[config.mk]
export PLATFORM = sky130hd
export DESIGN_NAME = cx_pred_unit
export DESIGN_NICKNAME = d
export VERILOG_FILES = /design/src/rtl/cx_pkg.sv /design/src/rtl/cx_cond_eval.sv /design/src/rtl/cx_flag_store.sv /design/src/rtl/cx_pred_unit.sv
export SDC_FILE = /design/constraint.sdc
export NUM_CORES = 1
export LEC_CHECK = 0
export ABC_CLOCK_PERIOD_IN_PS = 4860
export BUFFER_PORTS_ARGS = -buffer_cell sky130_fd_sc_hd__buf_2
export CAP_MARGIN = 40
export CORE_AREA = 2 2 39 41
export CTS_CLUSTER_DIAMETER = 200
export DETAILED_ROUTE_END_ITERATION = 10
export DIE_AREA = 0 0 41 43
export PLACE_DENSITY = 0.68
export SETUP_SLACK_MARGIN = 0.2
export SYNTH_ARGS = -nofsm -noshare
export SYNTH_HDL_FRONTEND = slang
export SYNTH_SLANG_ARGS = --single-unit
[constraint.sdc]
create_clock -name clk -period 4.86 [get_ports clk]
set_input_delay 1.215 -clock clk [delete_from_list [all_inputs] [get_ports clk]]
set_output_delay 1.215 -clock clk [all_outputs]
set_load 0.1 [all_outputs]
[src/rtl/cx_pkg.sv]
package cx_pkg;

   localparam int FLAG_W = 4;
   localparam int PRED_W = 4;

   typedef struct packed {
      logic n;
      logic z;
      logic c;
      logic v;
   } nzcv_t;

   typedef enum logic [PRED_W-1:0] {
      P_ZS = 4'h0, P_ZC = 4'h1, P_CS = 4'h2, P_CC = 4'h3,
      P_NS = 4'h4, P_NC = 4'h5, P_VS = 4'h6, P_VC = 4'h7,
      P_UHI = 4'h8, P_ULS = 4'h9, P_SGE = 4'hA, P_SLT = 4'hB,
      P_SGT = 4'hC, P_SLE = 4'hD, P_ANY = 4'hE, P_NONE = 4'hF
   } pred_e;

   localparam int EVAL_DECODE   = 0;
   localparam int EVAL_FACTORED = 1;

endpackage

[src/rtl/cx_cond_eval.sv]
module cx_cond_eval
   import cx_pkg::*;
#(
   parameter int STYLE = EVAL_DECODE
)(
   input  logic [PRED_W-1:0] pred,
   input  nzcv_t             f,
   output logic              pass
);

   generate
      if (STYLE == EVAL_DECODE) begin : g_decode
         always_comb begin
            unique case (pred_e'(pred))
               P_ZS:   pass = f.z;
               P_ZC:   pass = !f.z;
               P_CS:   pass = f.c;
               P_CC:   pass = !f.c;
               P_NS:   pass = f.n;
               P_NC:   pass = !f.n;
               P_VS:   pass = f.v;
               P_VC:   pass = !f.v;
               P_UHI:  pass = f.c && !f.z;
               P_ULS:  pass = !f.c || f.z;
               P_SGE:  pass = (f.n == f.v);
               P_SLT:  pass = (f.n != f.v);
               P_SGT:  pass = !f.z && (f.n == f.v);
               P_SLE:  pass = f.z || (f.n != f.v);
               P_ANY:  pass = 1'b1;
               P_NONE: pass = 1'b0;
               default: pass = 1'b0;
            endcase
         end
      end else if (STYLE == EVAL_FACTORED) begin : g_factored
         logic base;
         always_comb begin
            unique case (pred[PRED_W-1:1])
               3'd0: base = f.z;
               3'd1: base = f.c;
               3'd2: base = f.n;
               3'd3: base = f.v;
               3'd4: base = f.c && !f.z;
               3'd5: base = (f.n == f.v);
               3'd6: base = !f.z && (f.n == f.v);
               3'd7: base = 1'b1;
               default: base = 1'b0;
            endcase
         end
         assign pass = base ^ pred[0];
      end else begin : g_bad_style
         $error("cx_cond_eval: STYLE must be EVAL_DECODE or EVAL_FACTORED");
      end
   endgenerate

endmodule

[src/rtl/cx_flag_store.sv]
module cx_flag_store
   import cx_pkg::*;
#(
   parameter logic [FLAG_W-1:0] RESET_VAL = '0
)(
   input  logic              clk,
   input  logic              rst,
   input  logic              load,
   input  logic [FLAG_W-1:0] d,
   output logic [FLAG_W-1:0] q
);

   genvar gi;
   generate
      for (gi = 0; gi < FLAG_W; gi++) begin : g_bit
         logic bit_q;
         always_ff @(posedge clk) begin
            if (rst)       bit_q <= RESET_VAL[gi];
            else if (load) bit_q <= d[gi];
         end
         assign q[gi] = bit_q;
      end
   endgenerate

endmodule

[src/rtl/cx_pred_unit.sv]
module cx_pred_unit
   import cx_pkg::*;
#(
   parameter int INSTR_W    = 32,
   parameter int SET_BIT    = 20,
   parameter int EVAL_STYLE = EVAL_FACTORED
)(
   input  logic               clk,
   input  logic               rst,
   input  logic [INSTR_W-1:0] instr_word,
   input  logic               instr_valid,
   input  logic [FLAG_W-1:0]  alu_nzcv,
   input  logic               flag_req,
   output logic               exec_en,
   output logic [FLAG_W-1:0]  flags,
   output logic               cond_unsup
);

   localparam int PRED_LSB = INSTR_W - PRED_W;

   generate
      if (INSTR_W < PRED_W + 1) begin : g_w_chk
         $error("cx_pred_unit: INSTR_W too small for predicate field");
      end
      if (SET_BIT < 0 || SET_BIT >= PRED_LSB) begin : g_s_chk
         $error("cx_pred_unit: SET_BIT must lie below the predicate field");
      end
   endgenerate

   logic [PRED_W-1:0] pred;
   logic              set_req;
   logic              pass;
   logic              load;

   assign pred    = instr_word[INSTR_W-1:PRED_LSB];
   assign set_req = instr_word[SET_BIT];

   cx_cond_eval #(
      .STYLE (EVAL_STYLE)
   ) u_eval (
      .pred (pred),
      .f    (nzcv_t'(flags)),
      .pass (pass)
   );

   assign exec_en    = instr_valid && pass;
   assign cond_unsup = instr_valid && (pred == P_NONE);
   assign load       = exec_en && set_req && flag_req;

   cx_flag_store #(
      .RESET_VAL ('0)
   ) u_flags (
      .clk  (clk),
      .rst  (rst),
      .load (load),
      .d    (alu_nzcv),
      .q    (flags)
   );

endmodule

==> summary.md <==
| Metric | Value |
|---|---|
| Status | `finished, final reports clean` |
| Number of distinct library cells after synthesis | `18` |
| Worst slew slack as a fraction of its limit | `64.0%` |
| Instance count of the mapped netlist | `40` |
| Hold-fix buffers at CTS | `0` |
| Highest clock rate | `246 MHz` |
| Number of setup buffers added after CTS | `0` |
| Sort of element at the end of the critical path | `primary output` |
| Cell family contributing the most delay on the critical path | `buffers and inverters` |
| Slowest stage delay, CP | `0.41 ns` |
| Boundary Pins | `46` |
| Buffers and inverters on the worst path | `2` |
| Peak supply drop | `0.152 mV` |
| Comb power frac | `32.2%` |
| Most flops, register | `u_flags.g_bit.bit_q` |
| Design area | `442 sq um` |
| Most frequent CP cell | `sky130_fd_sc_hd__buf_2` |
| Max reg flops | `4` |
| Global route total overflow | `0` |
| Number of buffers created by CTS | `3` |
| Total power of the final layout | `0.112 mW` |
| Worst hold path type | `reg2reg` |
| Top flop regs | `u_flags.g_bit.bit_q: 4 flops` |
| Final estimated routing congestion in global placement | `0.652` |
| Worst setup margin | `0.796 ns` |
| Area share of the largest cell type after synthesis | `23.6%` |
| Total nets after synthesis | `80` |
| Total wirelength of the detailed-routed design | `675 um` |
| Count of inserted antenna diode cells | `0` |
| Critical path class | `in2out` |
| Startpoint class of the critical path | `input pin` |
| P per Cell Area | `255 nW/um^2` |
| Setup violators final | `0` |
| Library cell contributing the largest single delay on the critical path | `sky130_fd_sc_hd__buf_2` |
| Area of the core | `1380 sq um` |
| Cell type with the highest aggregate area in the netlist | `sky130_fd_sc_hd__dfxtp_1` |
| Cell at the root of the clock tree | `sky130_fd_sc_hd__clkbuf_4` |
| Final critical path time including I/O delays and setup | `4.06 ns` |
| Wire length of the first global-routing pass | `1030 um` |
| Buffers added on ports | `18` |
| Slew Viols, Final | `0` |
| Clk_skew | `0.000929 ns` |
| Remaining routing DRC violations | `0` |
| Vias | `330` |
| Die outline height | `43 um` |
| Global routing usage summed across all routing layers | `8.83%` |
| Cells along the critical path | `buf_2 > nor3_1 > mux2i_1 > a31oi_1 > o31ai_2 > xor2_1 > and2_1 > buf_2` |
| Final Hold Violating Endpoints | `0` |
| CTS tree | `done` |
| Number of iterations in the first detailed-routing pass | `3` |
| Clock insertion delay at the later pin of the skew report | `0.23 ns` |
| Clock Sink Count | `4` |
| Die W | `41 um` |
| Power share of the sequential group | `31.1%` |
| Most frequent cell after synthesis | `sky130_fd_sc_hd__nand2b_1` |
| Share of the yosys chip area belonging to registers | `23.6%` |
| Average size of a mapped cell | `8.48 sq um` |
| Drt via density | `4.52` |
| Synth top cells by count | `sky130_fd_sc_hd__nand2b_1, sky130_fd_sc_hd__mux2i_1, sky130_fd_sc_hd__buf_4, sky130_fd_sc_hd__dfxtp_1, sky130_fd_sc_hd__nand2_1` |
| Area contributors post-synth | `sky130_fd_sc_hd__dfxtp_1, sky130_fd_sc_hd__mux2i_1, sky130_fd_sc_hd__nand2b_1` |
| Half-perimeter wire length after placement | `558 um` |
| Yosys warns | `0` |
| Number of storage elements in the synthesis netlist | `4` |
| Slew at the pin closest to its max-slew limit | `0.525 ns` |
| Fraction of layout instances using a drive strength above 1 | `38.6%` |
| Number of flops mapped to enable cells by yosys | `0` |
| Floorplan row count | `14` |
| Mean routed wirelength per cell | `9.25 um` |
| Leakage | `0.195 nW` |
| Arrival time of data at the critical path endpoint | `2.85 ns` |
| Top FF cell, synth | `sky130_fd_sc_hd__dfxtp_1` |
| H-tree level count | `1` |
| Remaining number of nets flagged by the antenna check after routing | `0` |
| Async set-reset flop share out of synthesis | `0%` |
| Int Pwr | `0.0735 mW` |
| Placed cell area | `419 sq um` |
| Post-Route Setup TNS | `0 ns` |
| Clock slew seen by the registers of the worst setup and hold paths | `0.04 ns` |
| Starting DRT DRC Count | `4` |
| Post-synthesis cell area | `339 sq um` |
| Max Cap Viol | `0` |
| Switching power share of the total | `34.6%` |
| Initial antenna violation count | `0` |
| Worst setup timing slack at the placement stage | `0.779 ns` |
| Resize count post-CTS | `0` |
| Worst slack on hold paths | `0.508 ns` |
| Pin count of the biggest net entering global routing | `9` |
| Net switching power | `0.0389 mW` |
| Largest driver fanout on the critical path | `6` |
| Initial core utilization | `24.5%` |
| Number of global-route vias before repair | `250` |
| Die outline area | `1760 sq um` |
| Area added between synthesis and finish | `30.3%` |
| Deepest clock path buffer count | `2` |
| Final #Nets | `99` |
| Share of the clock period used by the worst path after layout | `83.6%` |
| Data required time at the worst endpoint | `3.64 ns` |
| Proportion of power drawn by the clock network | `36.7%` |
| Setup repair after global routing missed its margin | `false` |
[worst min-delay path, delay by kind of cell, from the launching register on]
kind             cells  cell delay, ns
and+or+nand+nor      1            0.08
DFF                  1            0.32
muxes                1            0.06
[cells by family (layout without fill, tap and decap cells)]
logic type	after synthesis	in the layout	share of synthesized area, %
AND/OR/NAND/NOR	21	21	36.5
multiplexers	6	6	17.7
flip-flops	4	4	23.6
buffers and inverters	4	21	8.86
AO/OA/AOI/OAI	3	3	8.12
XOR/XNOR	2	2	5.17
[power groups by stage]
stage	Clock [mW]	Sequential, mW	Combinational (mW)
3_3_place_gp	0	0.0355	0.0361
4_1_cts	0.0429	0.0350	0.0367
3_5_place_dp	0	0.0355	0.0366
5_1_grt	0.0449	0.0351	0.0389
6_report	0.0412	0.0350	0.0362
2_1_floorplan	0	0.0352	0.0276
[layer usage]
metal	vias to the layer above	GRT usage, %	routed length [um]	share of wire, %
li1	174	-	-	-
met5	-	0	0	0
met4	0	8.00	21	3.1
met1	142	11.9	307	45
met3	2	3.14	52	7.7
met2	12	10.3	293	43
[through the flow]
step | cells | utilization [%]
floorplan | 40 | -
global route | 73 | 31.9
global placement | 70 | 30.3
detailed placement | 70 | 30.3
CTS | 73 | 31.9
finish | 73 | 31.9
[final timing paths]
kind	from	to	slack, ns	cells past startpoint
hold / removal	u_flags.g_bit[2].bit_q	u_flags.g_bit[2].bit_q	0.51	2
setup / recovery	instr_word[29]	exec_en	0.80	8
hold reg to reg	u_flags.g_bit[2].bit_q	u_flags.g_bit[2].bit_q	0.51	2
setup reg to reg	u_flags.g_bit[2].bit_q	u_flags.g_bit[1].bit_q	2.89	6
[layout by cell type, fill, tap and decap left out]
| cell | count |
|---|---|
| sky130_fd_sc_hd__nor3_1 | 1 |
| sky130_fd_sc_hd__xor2_1 | 1 |
| sky130_fd_sc_hd__buf_2 | 18 |
| sky130_fd_sc_hd__xnor2_1 | 1 |
| sky130_fd_sc_hd__nand4_1 | 1 |
| sky130_fd_sc_hd__nand4b_1 | 1 |
| sky130_fd_sc_hd__clkbuf_4 | 3 |
| sky130_fd_sc_hd__nand3_1 | 1 |
| sky130_fd_sc_hd__or3b_1 | 1 |
| sky130_fd_sc_hd__nand2_1 | 4 |
| sky130_fd_sc_hd__nor4b_1 | 1 |
| sky130_fd_sc_hd__mux2i_1 | 6 |
| sky130_fd_sc_hd__dfxtp_1 | 4 |
| sky130_fd_sc_hd__o31ai_2 | 1 |
| sky130_fd_sc_hd__a31oi_1 | 1 |
| sky130_fd_sc_hd__nand2b_1 | 9 |
| sky130_fd_sc_hd__o32ai_1 | 1 |
| sky130_fd_sc_hd__and2_1 | 1 |
| sky130_fd_sc_hd__nor2_1 | 1 |
[final cells by class]
cell class	instances	area [sq um]
Tap cell	16	20.0
Sequential cell	4	80.1
Clock buffer	3	22.5
Timing Repair Buffer	18	90.1
Multi-Input combinational cell	32	229
Fill cell	161	942
Note: power is estimated with default switching activity, not from simulation.
